===== src/rtl/wdt_pkg.sv =====
package wdt_pkg;

  typedef enum logic [1:0] {
    WDT_SEL_SHORT = 2'd0,
    WDT_SEL_MID   = 2'd1,
    WDT_SEL_LONG  = 2'd2,
    WDT_SEL_ALIAS = 2'd3
  } wdt_sel_e;

  function automatic int wdt_max3(input int a, input int b, input int c);
    int m;
    m = (a > b) ? a : b;
    return (m > c) ? m : c;
  endfunction

endpackage


===== src/rtl/wdt_period_sel.sv =====
module wdt_period_sel
  import wdt_pkg::*;
#(
  parameter int P0_EXP = 16,
  parameter int P1_EXP = 18,
  parameter int P2_EXP = 20,
  parameter int CW     = 20
) (
  input  logic [1:0]    sel_i,
  output logic [CW-1:0] term_o
);
  localparam logic [CW-1:0] TERM0 = CW'((64'd1 << P0_EXP) - 64'd1);
  localparam logic [CW-1:0] TERM1 = CW'((64'd1 << P1_EXP) - 64'd1);
  localparam logic [CW-1:0] TERM2 = CW'((64'd1 << P2_EXP) - 64'd1);

  always_comb begin
    unique case (wdt_sel_e'(sel_i))
      WDT_SEL_SHORT: term_o = TERM0;
      WDT_SEL_MID:   term_o = TERM1;
      default:       term_o = TERM2;
    endcase
  end
endmodule


===== src/rtl/wdt_count.sv =====
module wdt_count #(
  parameter int CW = 20
) (
  input  logic          clk,
  input  logic          rst,
  input  logic          en_i,
  input  logic          clear_i,
  input  logic [1:0]    sel_i,
  input  logic [CW-1:0] term_i,
  output logic          tmo_o
);
  logic [CW-1:0] cnt;
  logic [1:0]    sel_q;
  logic          sel_chg;

  assign sel_chg = (sel_i != sel_q);
  assign tmo_o   = en_i && !clear_i && !sel_chg && (cnt == term_i);

  always_ff @(posedge clk) begin
    if (rst) begin
      cnt   <= '0;
      sel_q <= '0;
    end else begin
      sel_q <= sel_i;
      if (!en_i || clear_i || sel_chg || tmo_o) cnt <= '0;
      else                                     cnt <= cnt + 1'b1;
    end
  end

  a_r8_idle_zero: assert property (@(posedge clk) disable iff (rst)
    !en_i |=> (cnt == '0));
  a_r5_restart_after_timeout: assert property (@(posedge clk) disable iff (rst)
    tmo_o |=> (cnt == '0));
  a_r7_select_restart: assert property (@(posedge clk) disable iff (rst)
    (en_i && sel_chg) |=> (cnt == '0));
  a_r2_within_period: assert property (@(posedge clk) disable iff (rst)
    !sel_chg |-> (cnt <= term_i));
endmodule


===== src/rtl/wdt_strike.sv =====
module wdt_strike (
  input  logic clk,
  input  logic rst,
  input  logic en_i,
  input  logic clear_i,
  input  logic tmo_i,
  output logic nmi_o,
  output logic trig_o
);
  logic strike;

  assign trig_o = tmo_i && strike;

  always_ff @(posedge clk) begin
    if (rst) begin
      strike <= 1'b0;
      nmi_o  <= 1'b0;
    end else begin
      nmi_o <= tmo_i && !strike;
      if (!en_i || clear_i) strike <= 1'b0;
      else if (tmo_i)       strike <= !strike;
    end
  end

  a_r3_nmi_single: assert property (@(posedge clk) disable iff (rst)
    nmi_o |=> !nmi_o);
  a_r6_clear_drops_strike: assert property (@(posedge clk) disable iff (rst)
    clear_i |=> !strike);
  a_r4_second_no_nmi: assert property (@(posedge clk) disable iff (rst)
    trig_o |=> !nmi_o);
endmodule


===== src/rtl/wdt_stretch.sv =====
module wdt_stretch #(
  parameter int LEN = 16
) (
  input  logic clk,
  input  logic rst,
  input  logic trig_i,
  output logic req_o
);
  generate
    if (LEN <= 1) begin : g_single
      always_ff @(posedge clk) begin
        if (rst) req_o <= 1'b0;
        else     req_o <= trig_i;
      end
    end else begin : g_window
      localparam int RW = $clog2(LEN + 1);
      logic [RW-1:0] rem_q;

      always_ff @(posedge clk) begin
        if (rst) begin
          rem_q <= '0;
          req_o <= 1'b0;
        end else begin
          req_o <= trig_i || (rem_q > RW'(1));
          if (trig_i)              rem_q <= RW'(LEN);
          else if (rem_q != '0)    rem_q <= rem_q - 1'b1;
        end
      end

      a_r9_window_held: assert property (@(posedge clk) disable iff (rst)
        $rose(req_o) |=> req_o);
    end
  endgenerate
endmodule


===== src/rtl/two_strike_wdt.sv =====
module two_strike_wdt
  import wdt_pkg::*;
#(
  parameter int P0_EXP  = 16,
  parameter int P1_EXP  = 18,
  parameter int P2_EXP  = 20,
  parameter int RST_LEN = 16
) (
  input  logic       clk,
  input  logic       rst,
  input  logic       wdt_en_i,
  input  logic [1:0] period_sel_i,
  input  logic       clear_i,
  output logic       nmi_req_o,
  output logic       rst_req_o
);
  localparam int CW = wdt_max3(P0_EXP, P1_EXP, P2_EXP);

  logic [CW-1:0] term;
  logic          tmo;
  logic          trig;

  wdt_period_sel #(
    .P0_EXP(P0_EXP), .P1_EXP(P1_EXP), .P2_EXP(P2_EXP), .CW(CW)
  ) i_sel (
    .sel_i  (period_sel_i),
    .term_o (term)
  );

  wdt_count #(.CW(CW)) i_count (
    .clk     (clk),
    .rst     (rst),
    .en_i    (wdt_en_i),
    .clear_i (clear_i),
    .sel_i   (period_sel_i),
    .term_i  (term),
    .tmo_o   (tmo)
  );

  wdt_strike i_strike (
    .clk     (clk),
    .rst     (rst),
    .en_i    (wdt_en_i),
    .clear_i (clear_i),
    .tmo_i   (tmo),
    .nmi_o   (nmi_req_o),
    .trig_o  (trig)
  );

  wdt_stretch #(.LEN(RST_LEN)) i_stretch (
    .clk    (clk),
    .rst    (rst),
    .trig_i (trig),
    .req_o  (rst_req_o)
  );

  a_r1_quiet_after_reset: assert property (@(posedge clk)
    rst |=> (!nmi_req_o && !rst_req_o));
endmodule


===== config.mk =====
export PLATFORM = sky130hd
export DESIGN_NAME = two_strike_wdt
export DESIGN_NICKNAME = d
export VERILOG_FILES = /design/src/rtl/wdt_pkg.sv /design/src/rtl/wdt_period_sel.sv /design/src/rtl/wdt_count.sv /design/src/rtl/wdt_strike.sv /design/src/rtl/wdt_stretch.sv /design/src/rtl/two_strike_wdt.sv
export SDC_FILE = /design/constraint.sdc
export NUM_CORES = 1
export LEC_CHECK = 0
export ABC_AREA = 1
export BUFFER_PORTS_ARGS = -buffer_cell sky130_fd_sc_hd__buf_2
export CAP_MARGIN = 30
export CORE_UTILIZATION = 54
export DETAILED_ROUTE_END_ITERATION = 6
export HOLD_SLACK_MARGIN = 0.05
export MAX_ROUTING_LAYER = met4
export PLACE_DENSITY = 0.74
export SETUP_SLACK_MARGIN = 0.4
export SYNTH_ARGS = -nofsm -noshare
export SYNTH_HDL_FRONTEND = slang
export SYNTH_SLANG_ARGS = --single-unit

===== constraint.sdc =====
create_clock -name clk -period 1.3 [get_ports clk]
set_input_delay 0.065 -clock clk [delete_from_list [all_inputs] [get_ports clk]]
set_output_delay 0.065 -clock clk [all_outputs]
set_load 0.01 [all_outputs]

==> impl_metrics.env, run 1 <==
export IMPL_syn_avg_cell_area_sq_um=7.55
export IMPL_globalplace_congestion=0.789
export IMPL_setup_tns_final_ps=-2010
export IMPL_hold_violations=0
export IMPL_start_util=0.570
export IMPL_crit_required_ps=1520
export IMPL_slew_viol_final=0
export IMPL_min_delay_start="rst"
export IMPL_fp_dieW_microns=56.2
export IMPL_fin_crit_ps=1390
export IMPL_worstRegToRegCells=9
export IMPL_grt_pass1_vias=1359
export IMPL_violations="negative setup slack"
export IMPL_setup_ws_ps=-93.1
export IMPL_cts_tree="yes"
export IMPL_antenna_found_initial=0
export IMPL_final_cell_mix="nand2_1, dfxtp_1, nor2_1"
export IMPL_portBuffers=7
export IMPL_endpoint_kind="flop"
export IMPL_drive_above_1_share=0.365
export IMPL_maxCapViolations=0
export IMPL_clock_root_buffer="clkbuf_4"
export IMPL_viasPerCell=5.09
export IMPL_syn_inst=210
export IMPL_synth_top_family_by_area="simple AND/OR/NAND/NOR gates"
export IMPL_placementRows=19
export IMPL_relSlewSlack=0.795
export IMPL_post_route_period_util=1.07
export IMPL_pin_count=8
export IMPL_die_y_microns=56.2
export IMPL_post_place_cells=264
export IMPL_cellLeakagePower_uw=0.000822
export IMPL_synth_simple_area_share=0.390
export IMPL_areaGrowthSynthToFinish_pct=28.9
export IMPL_rsz0062_at_grt="true"
export IMPL_synthAdderAreaFrac=0.0237
export IMPL_finalPower_uw=2120
export IMPL_critical_path_top_delay_family="simple AND/OR/NAND/NOR gates"
export IMPL_synth_seq_area_share=0.379
export IMPL_cts_made_buffers=5
export IMPL_yosys_warnings=0
export IMPL_setup_viol=27
export IMPL_cts_hold_buf=4
export IMPL_drc=0
export IMPL_grt_max_degree=11
export IMPL_crit_path_max_incr_delay_ps=360
export IMPL_tightest_slew_ps=305
export IMPL_clk_latency_ps=330
export IMPL_ys_ff_latch=30
export IMPL_drt_iter0_markers=60
export IMPL_r2r_end="i_stretch.g_window.rem_q[2]$_SDFFE_PP0P_"
export IMPL_reg2reg_slack_ps=-90
export IMPL_skew_ps=8.44
export IMPL_multiInputGateArea_sq_um=917
export IMPL_firstDrtPassIters=4
export IMPL_postRouteWirelength_mm=3.40
export IMPL_post_place_ws_ps=-137
export IMPL_core_region_area_sq_mm=0.00278
export IMPL_nets=261
export IMPL_ir_worst_vdd_uv=1290
export IMPL_vias=1441
export IMPL_grt_usage=0.235
export IMPL_antenna_left=0
export IMPL_critical_path_slowest_cell="dfxtp_2"
export IMPL_synth_compound_area_frac=0.0489
export IMPL_layout_commonest_cell="nand2_1"
export IMPL_antenna_cells=0
export IMPL_hold_depth=4
export IMPL_hp_class="in -> reg"
export IMPL_fmax_mhz=718
export IMPL_netlist_area_sq_mm=0.00159
export IMPL_instances_no_fill=283
export IMPL_cp_num_buf_inv=1
export IMPL_worstPathMaxFanout=5
export IMPL_powerDensity_mw_per_mm2=1040
export IMPL_status="finished with violations"
export IMPL_hpwlAfterDp_mm=2.16
export IMPL_synthesis_nets=219
export IMPL_grt_pass1_wl_mm=5.58
export IMPL_htreeDepth=2
export IMPL_start_kind="flop"
export IMPL_fill_cells=210
export IMPL_clock_path_buffers=2
export IMPL_synth_mux_area_frac=0
export IMPL_clkSinkCount=30
export IMPL_r2r_start="i_count.cnt[1]$_SDFF_PP0_"
export IMPL_ys_types=26
export IMPL_wl_per_cell_microns=12.0
export IMPL_synth_xor_area_frac=0.0718
export IMPL_cp_cell_sequence="ha_4 > nand2_4 > nor2_4 > buf_4 > nand2_2 > nor2_4 > nand4_4 > nand2_4 > nor2_1"
export IMPL_final_util=0.735
export IMPL_worstPathArrival_ps=1620
export IMPL_clkTransAtPathRegs_ps=90
export IMPL_worstSetupPathType="reg -> reg"
export IMPL_hold_end="i_strike.nmi_o$_SDFF_PP0_"
export IMPL_grt_overflow=0
export IMPL_seq_area_sq_um=603
export IMPL_dieArea_sq_mm=0.00316
==> cell usage after synthesis <==
library cell  count  area (sq um)
nand3_4           1          17.5
nor3_2            3          30.0
nand4_2           1          12.5
nand3b_1          1          7.51
nor2_1           26          97.6
inv_1            23          86.3
nand4_1           2          12.5
ha_1              3          37.5
nand2_1          38           143
nor3_1            6          30.0
nor3b_2           1          12.5
nand3_1          12          60.1
or2_1             1          6.26
inv_2             8          30.0
xnor2_1           2          17.5
nand2_2           6          37.5
a21oi_1           3          15.0
buf_6             2          22.5
nor2_2           15          93.8
or2_2             2          12.5
nor2_4            4          45.0
a21oi_2           4          35.0
dfxtp_1          30           601
xor2_1           11          96.3
o21ai_0           4          20.0
o21bai_1          1          7.51
==> cell type report <==
type	count	share of cell area
Timing Repair Buffer	37	0.159
Tap cell	31	0.0190
Inverter	31	0.0569
Multi-Input combinational cell	147	0.449
Sequential cell	30	0.295
Clock buffer	7	0.0220
==> worst reg2reg max path, delay by kind of cell, from the launching register on <==
kind          cells  cell delay, ps
buf+inv           1             130
fa+ha+maj         1             150
flops             1             360
simple gates      7             650
==> metal layers <==
| metal | routed length (microns) | global-route usage | up-vias |
|---|---|---|---|
| met4 | 80 | 0.101 | 0 |
| li1 | - | - | 733 |
| met3 | 171 | 0.0628 | 10 |
| met1 | 1490 | 0.274 | 668 |
| met5 | 0 | - | - |
| met2 | 1650 | 0.379 | 30 |
==> cells by family (layout without fill, tap and decap cells) <==
logic type      after synthesis  in the layout
simple gates                119            119
flops                        30             30
fa+ha+maj                     3              3
buf+inv                      33             75
xor+xnor                     13             13
compound gates               12             12
==> power breakdown <==
| part | total (uW) | leakage (uW) | switching (uW) | internal, uW |
|---|---|---|---|---|
| combinational | 563 | 0.000552 | 305 | 259 |
| clock | 506 | 0.0000254 | 303 | 203 |
| sequential | 1050 | 0.000244 | 51.8 | 997 |
| total | 2120 | 0.000822 | 659 | 1460 |
==> worst max-delay path by stage <==
stage,endpoint,slack [ps],depth (start not counted),startpoint
3_3_place_gp,i_stretch.g_window.rem_q[0]$_SDFFE_PP0P_,-90,9,i_count.cnt[0]$_SDFF_PP0_
4_1_cts,i_stretch.g_window.rem_q[2]$_SDFFE_PP0P_,-80,9,i_count.cnt[1]$_SDFF_PP0_
6_report,i_stretch.g_window.rem_q[2]$_SDFFE_PP0P_,-90,9,i_count.cnt[1]$_SDFF_PP0_
3_5_place_dp,i_stretch.g_window.rem_q[2]$_SDFFE_PP0P_,-140,9,i_count.cnt[0]$_SDFF_PP0_
5_1_grt,i_count.cnt[11]$_SDFF_PP0_,-210,7,i_count.cnt[9]$_SDFF_PP0_
2_1_floorplan,i_count.cnt[2]$_SDFF_PP0_,-30,9,i_count.cnt[0]$_SDFF_PP0_
==> flip-flops by register name, summed over array words and instances (netlist names) <==
signal / cells
i_count.sel_q: 2
i_strike.strike: 1
i_stretch.g_window.rem_q: 5
i_count.cnt: 20
i_strike.nmi_o: 1
i_stretch.req_o: 1
==> what timing repair did <==
| action | in CTS | in global routing |
|---|---|---|
| resized for setup | 6 | 6 |
| hold endpoints to repair | 5 | 1 |
| pin swaps | 3 | 6 |
| buffers inserted | 4 | 2 |
| setup endpoints to repair | 28 | 28 |
| cloned | 1 | 1 |
==> per-stage QoR <==
stage	instance area, sq um	hold slack [ps]
5_1_grt	2040	42.8
2_1_floorplan	1610	134
4_1_cts	1980	37.7
6_report	2040	44.2
3_5_place_dp	1810	320
3_3_place_gp	1810	311
(Power assumes the default switching activity.)
==> run 2, diff against run 1 <==
CORE_ASPECT_RATIO = 1.4   (was not set)
PLACE_DENSITY = not set   (was 0.74)
PLACE_DENSITY_LB_ADDON = 0.15   (was not set)
==> impl_metrics.env, run 2 (same netlist as run 1, synthesis figures left out) <==
export IMPL_status="finished with violations"
export IMPL_violations="negative setup slack"
export IMPL_swShare=0.316
export IMPL_clock_root_buffer="clkbuf_4"
export IMPL_cp_num_buf_inv=1
export IMPL_intPower_uw=1530
export IMPL_cts_tree="yes"
export IMPL_grt_pass1_vias=1556
export IMPL_reg_largest_list="i_count.cnt x20, i_stretch.g_window.rem_q x5, i_count.sel_q x2"
export IMPL_timing_hold_ws_ps=31.4
export IMPL_endpoint_kind="flop"
export IMPL_hpwlAfterDp_mm=2.34
export IMPL_largest_register_ffs=20
export IMPL_clkSinkCount=30
export IMPL_start_kind="flop"
export IMPL_hp_class="in -> reg"
export IMPL_grt_overflow=0
export IMPL_setup_viol=27
export IMPL_grt_usage=0.276
export IMPL_pwr_share_clk=0.262
export IMPL_instances_no_fill=291
export IMPL_nets=263
export IMPL_core_region_area_sq_mm=0.00270
export IMPL_p_switching_uw=706
export IMPL_powerDensity_mw_per_mm2=1050
export IMPL_final_cell_mix="nand2_1, dfxtp_1, nor2_1"
export IMPL_clk_latency_ps=330
export IMPL_fmax_mhz=683
export IMPL_setup_ws_ps=-164
export IMPL_post_route_period_util=1.13
export IMPL_pin_count=8
export IMPL_drive_above_1_share=0.400
export IMPL_dieArea_sq_mm=0.00316
export IMPL_portBuffers=7
export IMPL_maxCapViolations=0
export IMPL_rsz0062_at_grt="true"
export IMPL_placementRows=22
export IMPL_comb_power_share=0.268
export IMPL_grt_max_degree=10
export IMPL_drc=0
export IMPL_cts_made_buffers=5
export IMPL_htreeDepth=2
export IMPL_worstPathArrival_ps=1740
export IMPL_cellLeakagePower_uw=0.000856
export IMPL_viasPerCell=5.04
export IMPL_finalPower_uw=2230
export IMPL_crit_required_ps=1580
export IMPL_areaGrowthSynthToFinish_pct=33.5
export IMPL_critical_path_top_delay_family="simple AND/OR/NAND/NOR gates"
export IMPL_worstPathMaxFanout=3
export IMPL_clkTransAtPathRegs_ps=100
export IMPL_hold_violations=0
export IMPL_pwr_share_seq=0.471
export IMPL_setup_tns_final_ps=-3770
export IMPL_crit_path_max_incr_delay_ps=370
export IMPL_antenna_found_initial=0
export IMPL_globalplace_congestion=0.891
export IMPL_slew_viol_final=0
export IMPL_fp_dieW_microns=47.8
export IMPL_postRouteWirelength_mm=3.68
export IMPL_antenna_left=0
export IMPL_post_place_cells=269
export IMPL_die_y_microns=66.1
export IMPL_grt_pass1_wl_mm=6.08
export IMPL_tightest_slew_ps=298
export IMPL_vias=1466
export IMPL_start_util=0.588
export IMPL_worstSetupPathType="reg -> reg"
export IMPL_cts_hold_buf=4
export IMPL_top_register="i_count.cnt"
export IMPL_firstDrtPassIters=4
export IMPL_layout_commonest_cell="nand2_1"
export IMPL_skew_ps=6.32
export IMPL_ir_worst_vdd_uv=1160
export IMPL_critical_path_slowest_cell="dfxtp_4"
export IMPL_fin_crit_ps=1460
export IMPL_drt_iter0_markers=32
export IMPL_wl_per_cell_microns=12.6
export IMPL_antenna_cells=0
export IMPL_relSlewSlack=0.800
export IMPL_cp_cell_sequence="ha_4 > nand2_4 > nor2_4 > nand3_4 > nor2_4 > buf_4 > nand3_1 > nand2_1 > nand2_1 > nor2_1"
export IMPL_clock_path_buffers=2
-- run 2: cell count changes in the layout (fill, tap and decap cells not counted), sizes merged --
cell	change
clkinv	+1
buf	+3
clkbuf	-1
-- run 2: path summary, 6_finish.rpt --
| kind | slack, ps | endpoint | depth (start not counted) | start |
|---|---|---|---|---|
| max | -160 | i_strike.strike$_SDFFE_PP0N_ | 10 | i_count.cnt[1]$_SDFF_PP0_ |
| min | 30 | i_strike.nmi_o$_SDFF_PP0_ | 4 | rst |
| max reg2reg | -160 | i_strike.strike$_SDFFE_PP0N_ | 10 | i_count.cnt[1]$_SDFF_PP0_ |
| min reg2reg | 510 | i_count.cnt[13]$_SDFF_PP0_ | 2 | i_count.cnt[13]$_SDFF_PP0_ |
-- run 2: power groups by stage --
stage | Combinational [uW] | Clock [uW] | Sequential (uW)
2_1_floorplan | 356 | 0 | 1070
3_3_place_gp | 462 | 0 | 1060
3_5_place_dp | 492 | 0 | 1070
4_1_cts | 580 | 598 | 1050
5_1_grt | 675 | 645 | 1050
6_report | 597 | 584 | 1050
-- run 2: per-layer routing --
layer	vias up	track usage	share of wire
li1	737	-	-
met1	673	0.252	0.36
met2	38	0.512	0.56
met3	18	0.0738	0.044
met4	0	0.101	0.036
met5	-	-	0
-- run 2: metrics by stage --
| step | instance area (sq um) | setup slack, ps | utilization |
|---|---|---|---|
| final | 2120 | -164 | 0.785 |
| after global routing | 2120 | -254 | 0.785 |
| after CTS | 2060 | -107 | 0.763 |
| after detailed placement | 1810 | -128 | 0.673 |
| after global placement | 1810 | -80.5 | 0.673 |
| after floorplan | 1610 | -34.6 | - |
-- run 2: timing repair --
action,in CTS,in global routing
endpoints found under the hold margin,5,1
cloned,1,0
pin swaps,10,6
endpoints found under the setup margin,28,28
buffers inserted,7,2
resized for setup,14,10
-- run 2: area by class of cell --
| cell class | count | area (sq um) |
|---|---|---|
| Clock buffer | 7 | 55.1 |
| Clock inverter | 1 | 5.00 |
| Fill cell | 209 | 579 |
| Inverter | 31 | 116 |
| Multi-Input combinational cell | 147 | 958 |
| Sequential cell | 30 | 606 |
| Tap cell | 36 | 45.0 |
| Timing Repair Buffer | 39 | 333 |
-- run 2: worst reg2reg max path: stages (launching register included) --
cell and delay, ps:
dfxtp_4 370, ha_4 140, nand2_4 60, nor2_4 160, nand3_4 120, nor2_4 120
buf_4 110, nand3_1 70, nand2_1 110, nand2_1 70, nor2_1 80
